**src/rtl/fsram_pkg.sv**
```systemverilog
// Package: shared helpers for the folded memory.
// Assumes: callers pass 2-bit fields to the predecode function.
package fsram_pkg;

    // Turns a 2-bit field into a 1-of-4 hot group.
    function automatic logic [3:0] pre_dec4(input logic [1:0] f);
        logic [3:0] h;
        h = 4'b0000;
        h[f] = 1'b1;
        return h;
    endfunction

endpackage

```
**src/rtl/fsram_row_dec.sv**
```systemverilog
// Module: predecoded row decoder.
// Each address pair forms a one-hot group of four lines; each wordline is
// the AND of one line per group and the access enable.
// Assumes: RA_BITS is even (0 allowed, giving a single always-selected row).
module fsram_row_dec #(
    parameter int RA_BITS = 4,
    localparam int ROWS   = 1 << RA_BITS,
    localparam int RA_W   = (RA_BITS > 0) ? RA_BITS : 1,
    localparam int GROUPS = RA_BITS / 2
) (
    input  logic            clk,
    input  logic            rst_n,
    input  logic            en,
    input  logic [RA_W-1:0] row_addr,
    output logic [ROWS-1:0] wordline
);
    import fsram_pkg::*;

    generate
        if (RA_BITS == 0) begin : g_single_row
            // One row only: it is selected on any access.
            assign wordline = en;
        end else begin : g_predecoded
            logic [3:0] pre [GROUPS];

            for (genvar g = 0; g < GROUPS; g++) begin : g_grp
                // One predecoder per address pair.
                assign pre[g] = pre_dec4(row_addr[2*g+1:2*g]);

                // Each group must have exactly one hot line.
                p_group_onehot_r7: assert property (@(posedge clk) disable iff (!rst_n)
                    $countones(pre[g]) == 1);
            end

            // Final AND stage: one line from each group, gated by enable.
            always_comb begin
                for (int r = 0; r < ROWS; r++) begin
                    wordline[r] = en;
                    for (int g = 0; g < GROUPS; g++) begin
                        wordline[r] = wordline[r] & pre[g][(r >> (2*g)) & 3];
                    end
                end
            end
        end
    endgenerate

    // exactly one row during an access.
    p_one_wordline_r7: assert property (@(posedge clk) disable iff (!rst_n)
        en |-> $countones(wordline) == 1);
    // no row on an idle cycle.
    p_idle_no_wordline_r6: assert property (@(posedge clk) disable iff (!rst_n)
        !en |-> wordline == '0);

endmodule

```
**src/rtl/fsram_col_mux.sv**
```systemverilog
// Module: column decoder and per-bit column multiplexers.
// Bit b of the word in column slot c sits at wide column b*FOLD + c, so
// each data bit owns FOLD adjacent columns feeding one FOLD:1 multiplexer.
// Assumes: CA_BITS may be 0 (no folding, direct wiring).
module fsram_col_mux #(
    parameter int CA_BITS = 1,
    parameter int DATA_W  = 4,
    localparam int FOLD   = 1 << CA_BITS,
    localparam int COLS   = DATA_W * FOLD,
    localparam int CA_W   = (CA_BITS > 0) ? CA_BITS : 1
) (
    input  logic              clk,
    input  logic              rst_n,
    input  logic [CA_W-1:0]   col_addr,
    input  logic [COLS-1:0]   row_bits,
    output logic [FOLD-1:0]   col_sel,
    output logic [DATA_W-1:0] rd_word
);
    generate
        if (CA_BITS == 0) begin : g_unfolded
            // No folding: a single column slot, wired straight through.
            assign col_sel = 1'b1;
            assign rd_word = row_bits;
        end else begin : g_folded
            // Column decoder: one-hot slot select.
            always_comb begin
                col_sel = '0;
                col_sel[col_addr] = 1'b1;
            end

            for (genvar b = 0; b < DATA_W; b++) begin : g_bit
                // FOLD:1 multiplexer for data bit b.
                assign rd_word[b] = row_bits[b*FOLD + int'(col_addr)];
            end
        end
    endgenerate

    // the column select is always one-hot.
    p_colsel_onehot_r8: assert property (@(posedge clk) disable iff (!rst_n)
        $countones(col_sel) == 1);

endmodule

```
**src/rtl/fsram_array.sv**
```systemverilog
// Module: cell storage, ROWS x COLS bits.
// Writes land only in the columns of the selected slot of the raised row.
// The read path is a wired-OR of all rows gated by their wordlines.
// Assumes: at most one wordline high; cells are not reset, as in a real array.
module fsram_array #(
    parameter int ROWS   = 16,
    parameter int FOLD   = 2,
    parameter int DATA_W = 4,
    localparam int COLS  = DATA_W * FOLD
) (
    input  logic              clk,
    input  logic              rst_n,
    input  logic [ROWS-1:0]   wordline,
    input  logic              wr_en,
    input  logic [FOLD-1:0]   col_sel,
    input  logic [DATA_W-1:0] wdata,
    output logic [COLS-1:0]   row_bits
);
    logic [COLS-1:0] cells [ROWS];

    // Column write drivers: a cell is written only under its wordline and slot.
    always_ff @(posedge clk) begin
        for (int r = 0; r < ROWS; r++) begin
            if (wordline[r] && wr_en) begin
                for (int c = 0; c < COLS; c++) begin
                    if (col_sel[c % FOLD]) begin
                        cells[r][c] <= wdata[c / FOLD];
                    end
                end
            end
        end
    end

    // Read path: OR of every row gated by its wordline.
    always_comb begin
        row_bits = '0;
        for (int r = 0; r < ROWS; r++) begin
            row_bits = row_bits | (cells[r] & {COLS{wordline[r]}});
        end
    end

    // A write always arrives with at most one row raised.
    p_write_single_row_r7: assert property (@(posedge clk) disable iff (!rst_n)
        wr_en |-> $countones(wordline) <= 1);

endmodule

```
**src/rtl/fsram_folded.sv**
```systemverilog
// Module: top of the folded single-port memory.
// Splits the address into a row part (upper N-K bits) and a column part
// (lower K bits), raises one wordline per access and registers read data.
// Assumes: 0 <= K <= N and N-K even.
module fsram_folded #(
    parameter int N = 5,
    parameter int M = 2,
    parameter int K = 1,
    localparam int DATA_W  = 1 << M,
    localparam int RA_BITS = N - K,
    localparam int ROWS    = 1 << RA_BITS,
    localparam int FOLD    = 1 << K,
    localparam int COLS    = DATA_W * FOLD,
    localparam int RA_W    = (RA_BITS > 0) ? RA_BITS : 1,
    localparam int CA_W    = (K > 0) ? K : 1
) (
    input  logic              clk,
    input  logic              rst_n,
    input  logic              acc_en,
    input  logic              wr_en,
    input  logic [N-1:0]      addr,
    input  logic [DATA_W-1:0] wdata,
    output logic [DATA_W-1:0] rdata,
    output logic [ROWS-1:0]   wordline,
    output logic [FOLD-1:0]   col_sel
);
    logic [RA_W-1:0]   row_addr;
    logic [CA_W-1:0]   col_addr;
    logic [COLS-1:0]   row_bits;
    logic [DATA_W-1:0] rd_word;

    // Parameter legality check at time zero.
    initial begin
        p_param_legal: assert (K >= 0 && K <= N && (RA_BITS % 2) == 0)
            else $error("fsram_folded: illegal N/K combination");
    end

    generate
        if (RA_BITS == 0) begin : g_no_row_bits
            assign row_addr = '0;
        end else begin : g_row_bits
            assign row_addr = addr[N-1:K];
        end
        if (K == 0) begin : g_no_col_bits
            assign col_addr = '0;
        end else begin : g_col_bits
            assign col_addr = addr[CA_W-1:0];
        end
    endgenerate

    fsram_row_dec #(.RA_BITS(RA_BITS)) u_row_dec (
        .clk      (clk),
        .rst_n    (rst_n),
        .en       (acc_en),
        .row_addr (row_addr),
        .wordline (wordline)
    );

    fsram_col_mux #(.CA_BITS(K), .DATA_W(DATA_W)) u_col_mux (
        .clk      (clk),
        .rst_n    (rst_n),
        .col_addr (col_addr),
        .row_bits (row_bits),
        .col_sel  (col_sel),
        .rd_word  (rd_word)
    );

    fsram_array #(.ROWS(ROWS), .FOLD(FOLD), .DATA_W(DATA_W)) u_array (
        .clk      (clk),
        .rst_n    (rst_n),
        .wordline (wordline),
        .wr_en    (wr_en),
        .col_sel  (col_sel),
        .wdata    (wdata),
        .row_bits (row_bits)
    );

    // Output register: loads only on a read access.
    always_ff @(posedge clk) begin
        if (!rst_n) begin
            rdata <= '0;
        end else if (acc_en && !wr_en) begin
            rdata <= rd_word;
        end
    end

    // the raised row matches the upper address bits.
    p_row_matches_addr_r7: assert property (@(posedge clk) disable iff (!rst_n)
        acc_en |-> wordline[row_addr]);
    // the selected slot matches the lower address bits.
    p_col_matches_addr_r8: assert property (@(posedge clk) disable iff (!rst_n)
        col_sel[col_addr]);
    // read data holds across a write.
    p_hold_on_write_r5: assert property (@(posedge clk) disable iff (!rst_n)
        (acc_en && wr_en) |=> $stable(rdata));
    // read data holds across an idle cycle.
    p_hold_on_idle_r6: assert property (@(posedge clk) disable iff (!rst_n)
        !acc_en |=> $stable(rdata));

endmodule

```
**config.mk**
```make
export PLATFORM = sky130hd
export DESIGN_NAME = fsram_folded
export DESIGN_NICKNAME = d
export VERILOG_FILES = /design/src/rtl/fsram_pkg.sv /design/src/rtl/fsram_row_dec.sv /design/src/rtl/fsram_col_mux.sv /design/src/rtl/fsram_array.sv /design/src/rtl/fsram_folded.sv
export SDC_FILE = /design/constraint.sdc
export NUM_CORES = 1
export LEC_CHECK = 0
export ABC_AREA = 0
export BUFFER_PORTS_ARGS = -buffer_cell sky130_fd_sc_hd__buf_2
export CAP_MARGIN = 20
export CORE_UTILIZATION = 40
export CTS_BUF_LIST = sky130_fd_sc_hd__clkbuf_8
export DETAILED_ROUTE_END_ITERATION = 16
export PLACE_DENSITY = 0.67
export RECOVER_POWER = 50
export SLEW_MARGIN = 20
export SYNTH_ARGS = -nofsm -noshare
export SYNTH_HDL_FRONTEND = slang
export SYNTH_SLANG_ARGS = --single-unit
```
**constraint.sdc**
```tcl
create_clock -name clk -period 3.7 [get_ports clk]
set_clock_uncertainty 0.1 [all_clocks]
set_input_delay 0.925 -clock clk [delete_from_list [all_inputs] [get_ports clk]]
set_output_delay 0.925 -clock clk [all_outputs]
set_load 0.02 [all_outputs]
```
==> results of run 1 <==
==> sequential cells by signal, indices dropped and copies added (netlist names) <==
register / cells
rdata: 4
u_array.cells: 128
==> per-stage QoR <==
stage / setup slack [ns] / utilization, % / cells / hold WS, ns / area (sq um)
5_1_grt: 0.1077 / 47.43 / 630 / 0.5048 / 6331
4_1_cts: 0.3822 / 47.57 / 630 / 0.4879 / 6350
6_report: 0.1894 / 47.43 / 630 / 0.4976 / 6331
3_3_place_gp: 0.3759 / 44.40 / 598 / 0.4717 / 5927
2_1_floorplan: 0.7150 / - / 395 / 0.4447 / 5512
3_5_place_dp: 0.3896 / 44.40 / 598 / 0.4741 / 5927
==> power groups by stage <==
stage | registers (mW) | logic [mW] | clock network (mW)
floorplan | 1.69 | 0.0948 | 0
global placement | 1.69 | 0.182 | 0
detailed placement | 1.69 | 0.182 | 0
CTS | 1.66 | 0.183 | 1.30
global route | 1.66 | 0.196 | 1.36
finish | 1.66 | 0.185 | 1.29
==> worst min-delay path by stage <==
stage | startpoint | endpoint | slack (ns) | cells past startpoint
6_report | rdata[3] | rdata[3] | 0.50 | 2
5_1_grt | rdata[3] | rdata[3] | 0.50 | 2
4_1_cts | rdata[1] | rdata[1] | 0.49 | 2
3_5_place_dp | rdata[3] | rdata[3] | 0.47 | 2
3_3_place_gp | rdata[3] | rdata[3] | 0.47 | 2
2_1_floorplan | rdata[1] | rdata[1] | 0.44 | 2
==> area by class of cell <==
class	instances	area share (%)
inverters	19	1.126
well taps	176	3.478
flip-flops and latches	132	61.98
multi-input cells	219	22.21
repair buffers	52	4.526
clock inverters	15	2.984
clock buffers	17	3.696
==> logic make-up after synthesis <==
| group | count (synthesis) |
|---|---|
| AOI/OAI and AO/OA | 56 |
| buffers and inverters | 44 |
| DFF | 132 |
| muxes | 21 |
| and+or+nand+nor | 142 |
==> critical path: stages <==
cell,delay [ns]
buf_2,0.21
clkbuf_1,0.33
and3_1,0.41
nand2_1,0.16
inv_1,0.22
buf_2,0.22
==> metal layers <==
metal  global-route usage, %  vias to the layer above  part of all wire [%]
met2                   33.14                      285                    45
met1                   31.68                     1887                    41
met5                       0                        -                     0
met3                   6.561                       42                    11
met4                   10.63                        0                   3.3
li1                        -                     1624                     -
==> cells in the final DEF (no fill, tap or decap), types with 4 or more instances in the layout <==
master     instances
nand3_1           27
a22oi_1            8
nor3_1             4
inv_1             20
bufinv_16          4
buf_2             25
and3_1             9
nor2b_1            5
nand2_1           26
dfxtp_1            4
mux2_2            14
nor3b_1            4
a22o_1             7
o21ai_0            6
mux2i_1            7
nand3b_1           4
nor2_1            35
nor4_1             5
a32o_1             4
edfxtp_1         128
a21oi_1            6
nand4_1            6
buf_4             16
clkbuf_8          17
clkbuf_1          11
==> results.txt, run 1 <==
Synth area leader -> edfxtp_1
R2R Setup Slk -> 1.71 ns
ANT cells -> 0
Peak VDD IR -> 345.4 uV
Post-DRT Antenna Nets -> 0
CTS tree -> yes
CP startpoint kind -> input port
Gate power share -> 5.9%
Tot GR Track Use -> 22.86%
Synth Flop Type -> edfxtp_1
detailed placement HPWL -> 10660 um
sequential fraction of the synthesis area -> 71.19%
power per cell area -> 494.7 mW/mm^2
Leakage -> 2.226 nW
row count -> 42
total negative slack -> 0 ns
critical path startpoint -> addr[1]
fin crit share -> 94.88%
Tot Pwr -> 3.132 mW
Worst-path clk slew -> 0.07 ns
initial antenna violation count -> 0
commonest cells in the netlist -> 128 x edfxtp_1, 35 x nor2_1, 27 x nand3_1
Total Wirelength -> 15370 um
Die Span X -> 119.4 um
most common cell in the netlist -> edfxtp_1
Initial DRC Count -> 417
Synth Instances -> 395
Sw Pwr -> 0.7018 mW
Final #Nets -> 454
sequential power share -> 52.9%
clk_lat worst skew -> 0.45 ns
CP endpoint kind -> output pin
Multi-input gate area -> 0.001406 sq mm
hold bufs inserted after CTS -> 0
Fillers -> 1205
relative slew slack -> -2.548%
Synth Area in Simple Gates -> 13.44%
Cell Area, Synth -> 0.005512 sq mm
Worst R2R Start -> u_array.cells[0][19]
Pre-antenna DRT Iters -> 5
CP required -> 2.67 ns
vias -> 3838
Starting Density -> 41.29%
drt drc -> 0
RSZ-0062 raised after global routing -> no
Synth Area in XOR/XNOR -> 0%
Area Growth Syn to Fin -> 14.87%
CTS buffer count -> 17
max-slew violation count -> 98
die span in y -> 119.4 um
post-CTS sizing -> 0
R2R depth -> 5
GP Congestion -> 0.9926
critical-path maximum fanout -> 10
Slew @ Worst Pin -> 1.538 ns
yosys warns -> 0
asr flop ratio synth -> 0%
IO Count -> 35
Wirelength per Cell -> 24.40 um
Internal -> 2.430 mW
vias in the first global route -> 3662
post-CTS setup buffer count -> 0
synth unique cells -> 49
clk root buf -> clkbuf_8
largest net degree at the start of global routing -> 33
largest family of logic cells by synthesized area -> simple AND/OR/NAND/NOR gates
synth top area cells -> edfxtp_1 70%, mux2_2 2.9%, nand3_1 2.5%
Net Sw Frac -> 22.41%
Mean Syn Cell Area -> 13.95 sq um
worst hold path class -> flip-flop to flip-flop
first-pass GRT wire length -> 23050 um
WP data arrival -> 2.49 ns
Clock power frac -> 41.2%
H-tree Lvls -> 4
top cell type's share of synthesized area -> 69.74%
achievable frequency -> 284.8 MHz
min cycle time layout -> 3.511 ns
total gr overflow -> 0
# Max-Cap Violations -> 3
Synth Register Bits -> 132
Adder-Cell Fraction of Synth Area -> 0%
status -> finished with violations
Final Hold Violating Endpoints -> 0
maximum root-to-sink buffer count -> 2
Sink Count -> 132
Via density -> 6.092
FF/Latch Area -> 0.003924 sq mm
Port Buffer Count -> 34
critical path endpoint -> wordline[11]
multiplexer area fraction after synthesis -> 4.132%
layout cell share with drive strength beyond 1 -> 18.50%
Post-synth EDFFs -> 128
Syn Nets -> 408
CORE AREA -> 0.01335 sq mm
Die ar. -> 0.01425 sq mm
critical path type -> input port to output pin
violated checks -> capacitance limit, slew limit
Compound-Gate Fraction of Synth Area -> 7.946%
Final setup violation count -> 0
R2R Path End -> rdata[1]
Power figures use the tool's default switching activity.
==> run 2, diff against run 1 <==
ABC_AREA = 1   (was 0)
==> run 2 against run 1 <==
Effect of this change: the run still ends with capacitance limit, slew limit left; sequential power about the same; first-iteration DRC count decreased by 12%; total power increased by 0.27%; largest power group unchanged.
==> results.txt, run 2 <==
vias in the first global route -> 3884 (+6.1%)
Leakage -> 2.343 nW (+5.2%)
Synth Flop Type -> edfxtp_1
Syn Nets -> 501 (+23%)
H-tree Lvls -> 4 (unchanged)
Die ar. -> 0.01419 sq mm (-0.45%)
row count -> 42 (unchanged)
CP startpoint kind -> input port
Biggest register -> u_array.cells
first-pass GRT wire length -> 21620 um (-6.2%)
Hold Path Stages -> 2 (unchanged)
hold bufs inserted after CTS -> 0 (unchanged)
Fillers -> 1192 (-1.1%)
min-delay src -> rdata[0]
total gr overflow -> 0 (unchanged)
min cycle time layout -> 3.064 ns (-0.4464 ns)
drt drc -> 0 (unchanged)
synth unique cells -> 18 (-63%)
fin crit share -> 82.82% (-12 points)
Pre-antenna DRT Iters -> 5 (unchanged)
Final setup violation count -> 0 (unchanged)
Tot GR Track Use -> 20.81% (-2.0 points)
Via density -> 5.340 (-12%)
RSZ-0062 raised after global routing -> no
die span in y -> 119.1 um (-0.23%)
achievable frequency -> 326.3 MHz (+15%)
CORE AREA -> 0.01330 sq mm (-0.39%)
power per cell area -> 498.3 mW/mm^2 (+0.73%)
largest net degree at the start of global routing -> 33 (unchanged)
Worst-path clk slew -> 0.08 ns (about the same)
Synth Register Bits -> 132 (unchanged)
Synth Instances -> 488 (+24%)
post-CTS sizing -> 0 (unchanged)
Port Buffer Count -> 34 (unchanged)
maximum root-to-sink buffer count -> 2 (unchanged)
critical path startpoint -> acc_en
fin cells -> 724 (+15%)
Post-Route Utilization -> 47.40% (about the same)
yosys warns -> 0 (unchanged)
commonest non-fill, non-tap cell in the layout -> nand2_1
Area Growth Syn to Fin -> 14.87% (about the same)
CP endpoint kind -> output pin
GP Congestion -> 0.9642 (-2.9%)
Total Wirelength -> 14030 um (-8.7%)
worst hold path class -> flip-flop to flip-flop
CTS buffer count -> 17 (unchanged)
placed cells -> 692 (+16%)
Final #Nets -> 548 (+21%)
top cell type's share of synthesized area -> 70.06% (+0.32 points)
violated checks -> capacitance limit, slew limit
vias -> 3866 (+0.73%)
Synth area leader -> edfxtp_1
top flop regs -> u_array.cells (128), rdata (4)
Final Cell Area -> 0.006302 sq mm (-0.45%)
sequential fraction of the synthesis area -> 71.52% (+0.32 points)
Placed Area -> 0.005882 sq mm (-0.76%)
max reg flops -> 128 (unchanged)
critical-path maximum fanout -> 20 (+10)
status -> finished with violations
relative slew slack -> -9.974% (-7.4 points)
R2R Setup Slk -> 2.27 ns (+0.56 ns)
clk_lat worst skew -> 0.43 ns (-0.02 ns)
WP data arrival -> 2.04 ns (-0.45 ns)
Final Hold Violating Endpoints -> 0 (unchanged)
Post-DRT Antenna Nets -> 0 (unchanged)
post-CTS setup buffer count -> 0 (unchanged)
asr flop ratio synth -> 0% (unchanged)
Slew @ Worst Pin -> 1.650 ns (+0.1114 ns)
R2R depth -> 8 (+3)
IO Count -> 35 (unchanged)
critical path type -> input port to output pin
ANT cells -> 0 (unchanged)
detailed placement HPWL -> 9487 um (-11%)
Peak VDD IR -> 245.3 uV (-29%)
Post-synth EDFFs -> 128 (unchanged)
max-slew violation count -> 132 (+35%)
CP required -> 2.67 ns (about the same)
commonest cells in the netlist -> 156 x nand2_1, 128 x edfxtp_1, 51 x nand3_1
Sink Count -> 132 (unchanged)
Mean Syn Cell Area -> 11.24 sq um (-19%)
synth top area cells -> edfxtp_1 70%, nand2_1 11%, nand3_1 4.7%
Cell Area, Synth -> 0.005487 sq mm (-0.45%)
CTS tree -> yes
Starting Density -> 41.27% (about the same)
# Max-Cap Violations -> 4 (+1)
Initial DRC Count -> 368 (-12%)
commonest non-fill, non-tap cells in the layout -> 156 x nand2_1, 128 x edfxtp_1, 52 x nand3_1
Wirelength per Cell -> 19.38 um (-21%)
most common cell in the netlist -> nand2_1
Die Span X -> 119.1 um (-0.23%)
total negative slack -> 0 ns (unchanged)
layout cell share with drive strength beyond 1 -> 14.60% (-3.9 points)
Worst R2R Start -> u_array.cells[0][14]
initial antenna violation count -> 0 (unchanged)
clk root buf -> clkbuf_8
-- run 2: changes by cell type after synthesis, sizes merged, moves of 8 or more --
cell	delta
nand2	+130
mux2	-14
nor2	+14
and3	-9
clkbuf	-10
nor3	+34
a22oi	-8
nand3	+25
-- run 2: worst paths after layout --
check	end
worst max-delay path	wordline[1]
worst min register to register	rdata[0]
worst max register to register	rdata[3]
worst min-delay path	rdata[0]
-- run 2: critical path, stage by stage --
cell and delay (ns):
buf_2 0.25, nand2_1 0.09, nor2_1 0.13, buf_4 0.26, nand2_1 0.12, inv_1 0.09, buf_2 0.16
-- run 2: layout make-up --
cell class | count | area, sq um | area share [%]
clock buffer | 17 | 234.0 | 3.713
sequential | 132 | 3924 | 62.26
inverter | 24 | 90.09 | 1.429
multi-input combinational | 315 | 1380 | 21.90
clock inverter | 15 | 203.9 | 3.236
timing repair buffer | 45 | 250.2 | 3.971
tap | 176 | 220.2 | 3.494
-- run 2: metrics by stage --
step / hold WS (ns) / worst slack, ns / power, mW
floorplan: 0.5055 / 0.9888 / 1.772
global placement: 0.4241 / 0.6332 / 1.846
detailed placement: 0.4284 / 0.6265 / 1.850
CTS: 0.4479 / 0.6267 / 3.153
global route: 0.4912 / 0.5007 / 3.229
finish: 0.4527 / 0.6357 / 3.141
-- run 2: per-layer routing --
| metal | track usage [%] | part of all wire [%] | wire [um] |
|---|---|---|---|
| met3 | 3.209 | 6.7 | 939 |
| met5 | 0 | 0 | 0 |
| met2 | 32.56 | 48 | 6797 |
| met4 | 12.42 | 3.5 | 486 |
| met1 | 27.44 | 41 | 5809 |
-- run 2: report_power, final --
part           switching [mW]  internal (mW)  leakage [nW]
Sequential            0.00393           1.65          1.18
Combinational           0.128         0.0347         0.943
Clock                   0.582          0.741         0.215
Total                   0.714           2.43          2.34
-- run 2: logic make-up after synthesis --
logic type / synth area share [%]
simple gates: 24.56
flops: 71.52
buf+inv: 3.193
compound gates: 0.7298
==> run 3, diff against run 2 <==
ABC_AREA = 0   (was 1)
clock period = 3 ns   (was 3.7 ns; I/O delays follow)
==> run 3 against run 2 <==
Effect of this change: the run still ends with capacitance limit, slew limit left; worst hold slack lost 0.038 ns; wire length grew 12%; clock power grew 11%; flip-flop and latch count is the same; combinational power grew 49%; critical path depth shrank 1; register-to-register slack lost 1.3 ns; count of clock-buffer cells in the layout is the same; die area grew 0.45%; highest routed layer unchanged.
==> results.txt, run 3 (synthesized netlist as in run 1, its figures left out) <==
status -> finished with violations
violated checks -> capacitance limit, slew limit
Slew @ Worst Pin -> 1.617 ns (-0.03280 ns)
max-slew violation count -> 132 (unchanged)
CP endpoint kind -> output pin
Buf/Inv on CP -> 4 (unchanged)
Tot GR Track Use -> 23.43% (+2.6 points)
Sink Count -> 132 (unchanged)
ANT cells -> 0 (unchanged)
Initial DRC Count -> 530 (+44%)
power per cell area -> 584.9 mW/mm^2 (+17%)
vias -> 3772 (-2.4%)
Most common cell on crit path -> buf_2
max reg flops -> 128 (unchanged)
clk root buf -> clkbuf_8
grt peak-use layer -> met2
die span in y -> 119.4 um (+0.23%)
CORE AREA -> 0.01335 sq mm (+0.39%)
Multi-input gate area -> 0.001406 sq mm (+1.9%)
Leakage -> 2.295 nW (-2.0%)
Final #Nets -> 469 (-14%)
critical path type -> input port to output pin
CP Cell Sequence -> buf_2 -> buf_4 -> and3_1 -> nand2_1 -> inv_1 -> buf_2
CP top delay family -> buffers and inverters
R2R depth -> 5 (-3)
worst hold path class -> flip-flop to flip-flop
GRT met2 Usage -> 34.56% (+2.0 points)
Die Span X -> 119.4 um (+0.23%)
Post-DRT Antenna Nets -> 0 (unchanged)
achievable frequency -> 352.7 MHz
CTS buffer count -> 17 (unchanged)
Starting Density -> 41.29% (about the same)
H-tree Lvls -> 4 (unchanged)
Fillers -> 1217 (+2.1%)
critical-path maximum fanout -> 22 (+10%)
Area Growth Syn to Fin -> 16.21%
clk_lat worst skew -> 0.45 ns (+0.02 ns)
post-CTS setup buffer count -> 0 (unchanged)
slowest CP cell -> and3_1
RSZ-0062 raised after global routing -> no
Die ar. -> 0.01425 sq mm (+0.45%)
largest net degree at the start of global routing -> 33 (unchanged)
Via density -> 5.848 (+9.5%)
placed cells -> 613 (-11%)
min cycle time layout -> 2.835 ns
met1 usage -> 32.76% (+5.3 points)
post-CTS sizing -> 0 (unchanged)
hold bufs inserted after CTS -> 0 (unchanged)
vias in the first global route -> 3723 (-4.1%)
commonest non-fill, non-tap cells in the layout -> 128 x edfxtp_1, 35 x nor2_1, 31 x buf_4
fin crit share -> 94.51%
WP depth -> 6 (-1)
Port Buffer Count -> 34 (unchanged)
R2R Setup Slk -> 0.94 ns (-1.33 ns)
layout cell share with drive strength beyond 1 -> 20.68% (+6.1 points)
Hold Path Stages -> 2 (unchanged)
met3 Track Usage GR -> 6.226% (+3.0 points)
Final setup violation count -> 0 (unchanged)
row count -> 42 (unchanged)
initial antenna violation count -> 0 (unchanged)
CP startpoint kind -> input port
FF/Latch Area -> 0.003924 sq mm (unchanged)
Final Hold Violating Endpoints -> 0 (unchanged)
total negative slack -> 0 ns (unchanged)
first-pass GRT wire length -> 23540 um (+8.8%)
relative slew slack -> -7.788% (+2.2 points)
total gr overflow -> 0 (unchanged)
Biggest register -> u_array.cells
CP required -> 2.15 ns (-0.52 ns)
drt drc -> 0 (unchanged)
GP Congestion -> 0.9277 (-3.8%)
commonest non-fill, non-tap cell in the layout -> edfxtp_1
IO Count -> 35 (unchanged)
Peak VDD IR -> 380.5 uV (+55%)
Tot Pwr -> 3.746 mW (+19%)
fin cells -> 645 (-11%)
crit-path max cell delay -> 0.37 ns (+0.11 ns)
Total Wirelength -> 15680 um (+12%)
WP data arrival -> 1.99 ns (-0.05 ns)
top flop regs -> u_array.cells (128), rdata (4)
Wirelength per Cell -> 24.30 um (+25%)
Worst-path clk slew -> 0.08 ns (about the same)
CTS tree -> yes
maximum root-to-sink buffer count -> 2 (unchanged)
Pre-antenna DRT Iters -> 5 (unchanged)
hold_ws -> 0.4147 ns (-0.03801 ns)
Post-Route Utilization -> 47.98% (+0.58 points)
# Max-Cap Violations -> 4 (unchanged)
detailed placement HPWL -> 11090 um (+17%)
run 3: cell count changes in the layout (fill, tap and decap cells not counted), sizes merged, moves of 8 or more:
cell / before / now
nand2: 156 / 26
nor3: 38 / 4
nand3: 52 / 27
buf: 37 / 57
mux2: 0 / 14
nor2: 49 / 35
and3: 0 / 9
a22oi: 0 / 8
run 3: metrics by stage:
stage	instance area (sq um)	worst slack [ns]
detailed placement	6040	0.1409
CTS	6422	0.2005
finish	6405	0.1646
floorplan	5512	0.3650
global route	6405	0.08299
global placement	6040	0.1149
run 3: final timing paths:
check,from,end
worst max-delay path,addr[2],wordline[11]
worst min-delay path,rdata[1],rdata[1]
worst max register to register,u_array.cells[0][19],rdata[1]
worst min register to register,rdata[1],rdata[1]
run 3: tightest hold or removal path: cells and delay by family, from the launching register on:
family,cells,cell delay [ns]
AOI/OAI and AO/OA,1,0.06
DFF,1,0.34
and+or+nand+nor,1,0.08
run 3: layout make-up:
cell class                 instances  area share [%]
clock buffer                      17           3.653
clock inverter                    15           2.325
inverter                          19           1.113
multi-input combinational        219           21.96
sequential                       132           61.26
tap                              176           3.438
timing repair buffer              67           6.251
run 3: routing by layer:
| layer | part of all wire, % | vias up |
|---|---|---|
| met5 | 0 | - |
| met4 | 2.9 | 0 |
| met3 | 9.9 | 30 |
| met2 | 45 | 224 |
| met1 | 42 | 1879 |
| li1 | - | 1639 |
run 3: report_power, final:
group          switching [mW]  internal (mW)  total, mW
clock                   0.666          0.796       1.46
combinational           0.166         0.0748      0.241
sequential            0.00687           2.04       2.04
total                   0.839           2.91       3.75
